<file path="src/rtl/bcr_pkg.sv">
package bcr_pkg;

    typedef logic [7:0] byte_t;

    localparam int N_PRESET    = 4;
    localparam int FULL_COUNT  = 12;
    localparam int SHORT_COUNT = N_PRESET + 1;

    localparam logic [3:0] IDX_CFG  = 4'd0;
    localparam logic [3:0] IDX_PRE0 = 4'd1;
    localparam logic [3:0] IDX_MODE = 4'd5;
    localparam logic [3:0] IDX_RAM  = 4'd6;
    localparam logic [3:0] IDX_P0L  = 4'd7;
    localparam logic [3:0] IDX_P0H  = 4'd8;
    localparam logic [3:0] IDX_P1L  = 4'd9;
    localparam logic [3:0] IDX_P1H  = 4'd10;
    localparam logic [3:0] IDX_ID   = 4'd11;

    localparam byte_t RAM_MASK = 8'h4F;
    localparam byte_t ID_VALUE = 8'h20;
    localparam byte_t P1_RESET = 8'h01;

    typedef struct packed {
        logic [6:0]                  cfg;
        logic [N_PRESET-1:0][6:0]    preset;
        byte_t                       mode;
        byte_t                       ramcfg;
        byte_t                       p0_lo;
        logic                        p0_hi;
        logic                        p0_stage;
        byte_t                       p1_lo;
        logic                        p1_hi;
        logic                        p1_stage;
    } bank_state_t;

    function automatic bank_state_t reset_state();
        bank_state_t s;
        s       = '0;
        s.p1_lo = P1_RESET;
        return s;
    endfunction

endpackage

</file>
<file path="src/rtl/bcr_decode.sv">
module bcr_decode
    import bcr_pkg::*;
#(
    parameter int                ADDR_W     = 16,
    parameter logic [ADDR_W-1:0] FULL_BASE  = 16'hD500,
    parameter logic [ADDR_W-1:0] SHORT_BASE = 16'hFF00
) (
    input  logic [ADDR_W-1:0] addr,
    input  logic              io_off,
    input  logic              compat,
    output logic              full_hit,
    output logic              short_hit,
    output logic [3:0]        idx
);
    localparam logic [ADDR_W-1:0] FULL_LEN  = ADDR_W'(FULL_COUNT);
    localparam logic [ADDR_W-1:0] SHORT_LEN = ADDR_W'(SHORT_COUNT);

    logic [ADDR_W-1:0] full_off;
    logic [ADDR_W-1:0] short_off;
    logic              full_in;
    logic              short_in;

    always_comb begin
        full_off  = addr - FULL_BASE;
        short_off = addr - SHORT_BASE;
        full_in   = (full_off < FULL_LEN);
        short_in  = (short_off < SHORT_LEN);
        full_hit  = full_in && !io_off && !compat;
        short_hit = short_in && !compat;
        idx       = short_in ? short_off[3:0] : full_off[3:0];
    end
endmodule

</file>
<file path="src/rtl/bcr_state.sv">
module bcr_state
    import bcr_pkg::*;
(
    input  logic        clk,
    input  logic        rst_n,
    input  logic        wr_full,
    input  logic        wr_short,
    input  logic [3:0]  idx,
    input  byte_t       wdata,
    output bank_state_t st_q
);
    bank_state_t st_d;

    always_comb begin
        st_d = st_q;
        if (wr_short) begin
            if (idx == IDX_CFG) begin
                st_d.cfg = wdata[6:0];
            end else begin
                for (int k = 0; k < N_PRESET; k++) begin
                    if (idx == IDX_PRE0 + 4'(k)) st_d.cfg = st_q.preset[k];
                end
            end
        end else if (wr_full) begin
            case (idx)
                IDX_CFG:  st_d.cfg = wdata[6:0];
                IDX_MODE: st_d.mode = wdata;
                IDX_RAM:  st_d.ramcfg = wdata & RAM_MASK;
                IDX_P0L: begin
                    st_d.p0_lo = wdata;
                    st_d.p0_hi = st_q.p0_stage;
                end
                IDX_P0H:  st_d.p0_stage = wdata[0];
                IDX_P1L: begin
                    st_d.p1_lo = wdata;
                    st_d.p1_hi = st_q.p1_stage;
                end
                IDX_P1H:  st_d.p1_stage = wdata[0];
                IDX_ID:   st_d = st_q;
                default: begin
                    for (int k = 0; k < N_PRESET; k++) begin
                        if (idx == IDX_PRE0 + 4'(k)) st_d.preset[k] = wdata[6:0];
                    end
                end
            endcase
        end
    end

    always_ff @(posedge clk or negedge rst_n) begin
        if (!rst_n) st_q <= reset_state();
        else        st_q <= st_d;
    end
endmodule

</file>
<file path="src/rtl/bcr_rdmux.sv">
module bcr_rdmux
    import bcr_pkg::*;
(
    input  logic                     full_hit,
    input  logic                     short_hit,
    input  logic [3:0]               idx,
    input  logic [6:0]               cfg,
    input  logic [N_PRESET-1:0][6:0] preset,
    input  byte_t                    mode,
    input  byte_t                    ramcfg,
    input  byte_t                    p0_lo,
    input  logic                     p0_hi,
    input  byte_t                    p1_lo,
    input  logic                     p1_hi,
    input  logic                     strap_a,
    input  logic                     strap_b,
    input  logic                     strap_c,
    input  byte_t                    pass_in,
    output byte_t                    rdata
);
    byte_t mode_view;
    byte_t preset_view;

    always_comb begin
        mode_view    = mode | 8'h06;
        mode_view[4] = mode[4] & strap_a;
        mode_view[5] = mode[5] & strap_b;
        mode_view[7] = mode[7] & strap_c;

        preset_view = '0;
        for (int k = 0; k < N_PRESET; k++) begin
            if (idx == IDX_PRE0 + 4'(k)) preset_view = {1'b0, preset[k]};
        end

        rdata = pass_in;
        if (short_hit) begin
            rdata = (idx == IDX_CFG) ? {1'b1, cfg} : preset_view;
        end else if (full_hit) begin
            case (idx)
                IDX_CFG:  rdata = {1'b1, cfg};
                IDX_MODE: rdata = mode_view;
                IDX_RAM:  rdata = ramcfg;
                IDX_P0L:  rdata = p0_lo;
                IDX_P0H:  rdata = {7'd0, p0_hi};
                IDX_P1L:  rdata = p1_lo;
                IDX_P1H:  rdata = {7'd0, p1_hi};
                IDX_ID:   rdata = ID_VALUE;
                default:  rdata = preset_view;
            endcase
        end
    end
endmodule

</file>
<file path="src/rtl/bank_cfg_regs.sv">
module bank_cfg_regs
    import bcr_pkg::*;
#(
    parameter int                ADDR_W     = 16,
    parameter logic [ADDR_W-1:0] FULL_BASE  = 16'hD500,
    parameter logic [ADDR_W-1:0] SHORT_BASE = 16'hFF00
) (
    input  logic              clk,
    input  logic              rst_n,
    input  logic [ADDR_W-1:0] bus_addr,
    input  logic [7:0]        bus_wdata,
    input  logic              bus_we,
    input  logic [7:0]        bus_rd_in,
    output logic [7:0]        bus_rdata,
    input  logic              strap_a_i,
    input  logic              strap_b_i,
    input  logic              strap_c_i,
    output logic              cpu_sel_o,
    output logic              fast_dir_o
);
    bank_state_t st_q;
    logic        full_hit;
    logic        short_hit;
    logic [3:0]  idx;

    bcr_decode #(
        .ADDR_W    (ADDR_W),
        .FULL_BASE (FULL_BASE),
        .SHORT_BASE(SHORT_BASE)
    ) u_decode (
        .addr     (bus_addr),
        .io_off   (st_q.cfg[0]),
        .compat   (st_q.mode[6]),
        .full_hit (full_hit),
        .short_hit(short_hit),
        .idx      (idx)
    );

    bcr_state u_state (
        .clk     (clk),
        .rst_n   (rst_n),
        .wr_full (bus_we && full_hit),
        .wr_short(bus_we && short_hit),
        .idx     (idx),
        .wdata   (bus_wdata),
        .st_q    (st_q)
    );

    bcr_rdmux u_rdmux (
        .full_hit (full_hit),
        .short_hit(short_hit),
        .idx      (idx),
        .cfg      (st_q.cfg),
        .preset   (st_q.preset),
        .mode     (st_q.mode),
        .ramcfg   (st_q.ramcfg),
        .p0_lo    (st_q.p0_lo),
        .p0_hi    (st_q.p0_hi),
        .p1_lo    (st_q.p1_lo),
        .p1_hi    (st_q.p1_hi),
        .strap_a  (strap_a_i),
        .strap_b  (strap_b_i),
        .strap_c  (strap_c_i),
        .pass_in  (bus_rd_in),
        .rdata    (bus_rdata)
    );

    assign cpu_sel_o  = st_q.mode[0];
    assign fast_dir_o = st_q.mode[3];
endmodule

</file>
<file path="config.mk">
export PLATFORM = sky130hd
export DESIGN_NAME = bank_cfg_regs
export DESIGN_NICKNAME = d
export VERILOG_FILES = /design/src/rtl/bcr_pkg.sv /design/src/rtl/bcr_decode.sv /design/src/rtl/bcr_state.sv /design/src/rtl/bcr_rdmux.sv /design/src/rtl/bank_cfg_regs.sv
export SDC_FILE = /design/constraint.sdc
export NUM_CORES = 1
export LEC_CHECK = 0
export ABC_AREA = 1
export BUFFER_PORTS_ARGS = -buffer_cell sky130_fd_sc_hd__buf_2
export CAP_MARGIN = 40
export CORE_MARGIN = 2
export CORE_UTILIZATION = 51
export DETAILED_ROUTE_END_ITERATION = 12
export GPL_TIMING_DRIVEN = 0
export PLACE_DENSITY = 0.72
export SLEW_MARGIN = 20
export SYNTH_ARGS = -nofsm -noshare
export SYNTH_HDL_FRONTEND = slang
export SYNTH_SLANG_ARGS = --single-unit
export TNS_END_PERCENT = 5
</file>
<file path="constraint.sdc">
create_clock -name clk -period 1.9 [get_ports clk]
set_clock_uncertainty 0.1 [all_clocks]
set_input_delay 0.38 -clock clk [delete_from_list [all_inputs] [get_ports clk]]
set_output_delay 0.38 -clock clk [all_outputs]
set_load 0.01 [all_outputs]
</file>
==> results.cfg <==
[pwr]
leakage_nw = 2.42
p_sw_frac = 0.276
pwr-share-comb = 0.097
clkPwrFrac = 0.414
power.density_nw_per_um2 = 604
p_int_mw = 2.08
ir_worst_vdd_mv = 0.340
power_switching_mw = 0.792
seq_power_share = 0.489

[synthesis]
synth-adder-area-share = 0
synth_xor_area_frac = 0
synth-edff-count = 0
synth_top_family_by_area = simple AND/OR/NAND/NOR gates
synth_cell_type_count = 28
synth_area_sq_um = 3860
synth-simple-area-share = 0.377
avgSynthCellArea_sq_um = 7.15
yosysWarnings = 0
ys_async_sr_fraction = 1.00
yosys_most_used_dff = dfrtp_1
synth_mux_area_frac = 0
yosys_register_bits = 66
syn_inst = 540
synth-compound-area-share = 0.133
synthesis.nets = 578
yosysSeqAreaShare = 0.428

[placed_design]
place_hpwl_um = 8470
gp_congestion = 0.942
place_area_sq_um = 4260
io_buffers = 47

[global_route]
grt_antenna_before_repair = 0
grt_pass1_wl_um = 18800
grt.overflow.total = 0
grt_max_degree = 58
grt_pass1_vias = 3640
grtUsageTotal = 0.297

[die]
die-width_um = 91.0
num_rows = 31
start_util = 0.529
dieArea_sq_um = 8280
core_area_sq_um = 7290
io-pin-count = 48
die_h_um = 91.0

[drt]
drt-total-wl_um = 11900
post_drt_via_cell_ratio = 5.39
vias = 3890
avgRoutedWirePerCell_um = 16.5
drt_first_pass_iters = 5
drcViolationCount = 0
ant_nets = 0
drt-initial-drc-count = 319

[sta]
min_period_ns = 2.35
final-max-slew-violation-count = 0
rsz0062_at_grt = yes
setup_slack_ns = -0.446
final_hold_viol_count = 0
hold_slack_ns = 0.213
tightest_slew_ns = 0.544
slew_headroom = 0.637
setup-violations-final = 8
max_freq_mhz = 426
fin_crit_sh = 1.23

[job]
max_cap_viol_count = 0

[critical_path]
slowest_delay_ns = 0.41
rr_worst_depth = 10
r2r-end = u_state.st_q[70]$_DFFE_PN0P_
path_cells = nor2_2 -> nand3_2 -> nor2_4 -> nand2_4 -> buf_4 -> a21oi_1 -> nand3_1 -> nand2_1 -> inv_1 -> buf_2
worstReg2RegStart = u_state.st_q[34]$_DFFE_PN0P_
crit_required_ns = 1.42
critPathMaxFanout = 8
critical_path_class = flop to output port
rrSetupSlack_ns = 0.07
startpoint = u_state.st_q[64]$_DFFE_PN0P_
end_kind = output port
cp-start-kind = flop
cp_slowest_cell = dfrtp_1
cp-endpoint = bus_rdata[6]
worstPathArrival_ns = 1.87

[layout]
largest_register_ff_count = 66
diodes = 0
n_fill_cell = 688
syn_to_final_growth_pct = 23.2
ff_latch_area_sq_um = 1650
layout_commonest_cell = nand2_1
reg_top3 = u_state.st_q x66
multi_input_area_sq_um = 2110
final_cell_mix = 202 x nand2_1, 65 x dfrtp_1, 48 x buf_2, 47 x o21ai_1, 45 x nor2_1
layout-drive-gt1-share = 0.244
finalInstanceArea_sq_um = 4750
largest-register = u_state.st_q
nets = 656

[clock_network]
clock_latency_ns = 0.35
clkSlewWorstSetupHoldPaths_ns = 0.08
numCtsBuffers = 9
cts_buffer_depth = 2
ctsHtreeMaxLevel = 3
cts_tree = yes
numClockSinks = 66
cts-root-buf = clkbuf_8

[status]
violations = negative setup slack
outcome = complete, but fails checks

[hold_path]
hold_class = input port to flop
[metrics by stage]
stage	setup WS (ns)	util	cells	power [mW]	TNS, ns
after floorplan	-0.0165	-	540	1.54	-0.0433
after global placement	-0.614	0.580	686	1.67	-6.40
after detailed placement	-0.646	0.584	687	1.68	-7.12
after CTS	-0.488	0.624	709	2.86	-3.71
after global routing	-0.529	0.652	722	2.97	-4.25
final	-0.446	0.652	722	2.87	-3.26
[kinds of logic (layout without fill, tap and decap cells)]
logic type             Yosys count  after routing
buffers and inverters           47            130
AOI/OAI and AO/OA               96             96
DFF                             66             66
and+or+nand+nor                331            331
[synth_stat cells (3+ instances only)]
master	instances	area, sq um
nand2_1	207	777
dfrtp_1	65	1630
nor2_1	52	195
o21ai_1	45	225
inv_1	31	116
a21oi_1	30	150
nand3_1	30	150
o21ai_0	12	60.1
nand4_1	10	62.6
nor2_2	8	50.1
nand2_2	7	43.8
o21ai_2	7	61.3
buf_6	6	67.6
buf_2	4	20.0
nor2_4	4	45.0
buf_4	3	22.5
nand3b_1	3	22.5
[critical path: cells and delay by family, from the launching register on]
| kind | cells | cell delay, ns |
|---|---|---|
| compound gates | 1 | 0.14 |
| flops | 1 | 0.41 |
| buf+inv | 3 | 0.34 |
| simple gates | 6 | 0.65 |
[cell type report]
class                           count  share of cell area
Buffer                             13              0.0258
Clock buffer                       12              0.0347
Clock inverter                      4             0.00684
Inverter                           34              0.0295
Multi-Input combinational cell    427               0.443
Sequential cell                    66               0.348
Tap cell                           99              0.0261
Timing Repair Buffer               67              0.0863
[worst min-delay path by stage]
stage	slack (ns)	end	cells after the start	from
after floorplan	-0.02	u_state.st_q[0]$_DFFE_PN0P_	0	rst_n
final	0.21	u_state.st_q[35]$_DFFE_PN0P_	3	bus_wdata[7]
after detailed placement	0.13	u_state.st_q[35]$_DFFE_PN0P_	1	rst_n
after global routing	0.22	u_state.st_q[0]$_DFFE_PN0P_	3	bus_wdata[0]
after global placement	0.36	u_state.st_q[2]$_DFFE_PN1P_	2	u_state.st_q[2]$_DFFE_PN1P_
after CTS	0.21	u_state.st_q[35]$_DFFE_PN0P_	3	bus_wdata[7]
[timing repair]
action,CTS,global route
hold buffers,1,0
endpoints found under the setup margin,9,68
hold endpoints to repair,9,0
buffers inserted,5,13
pin swaps,6,14
gates resized for setup,17,28
[power groups by stage]
stage               logic [mW]  registers, mW  clock network, mW
finish                   0.280           1.40               1.19
global route             0.305           1.40               1.26
CTS                      0.254           1.40               1.20
detailed placement       0.244           1.43                  0
global placement         0.234           1.43                  0
floorplan                0.105           1.43                  0
[routing by layer]
metal	up-vias	track usage	part of all wire
li1	1916	-	-
met1	1792	0.429	0.46
met2	152	0.451	0.45
met3	30	0.0415	0.063
met4	0	0.117	0.032
met5	-	0	0
(Power assumes the default switching activity.)
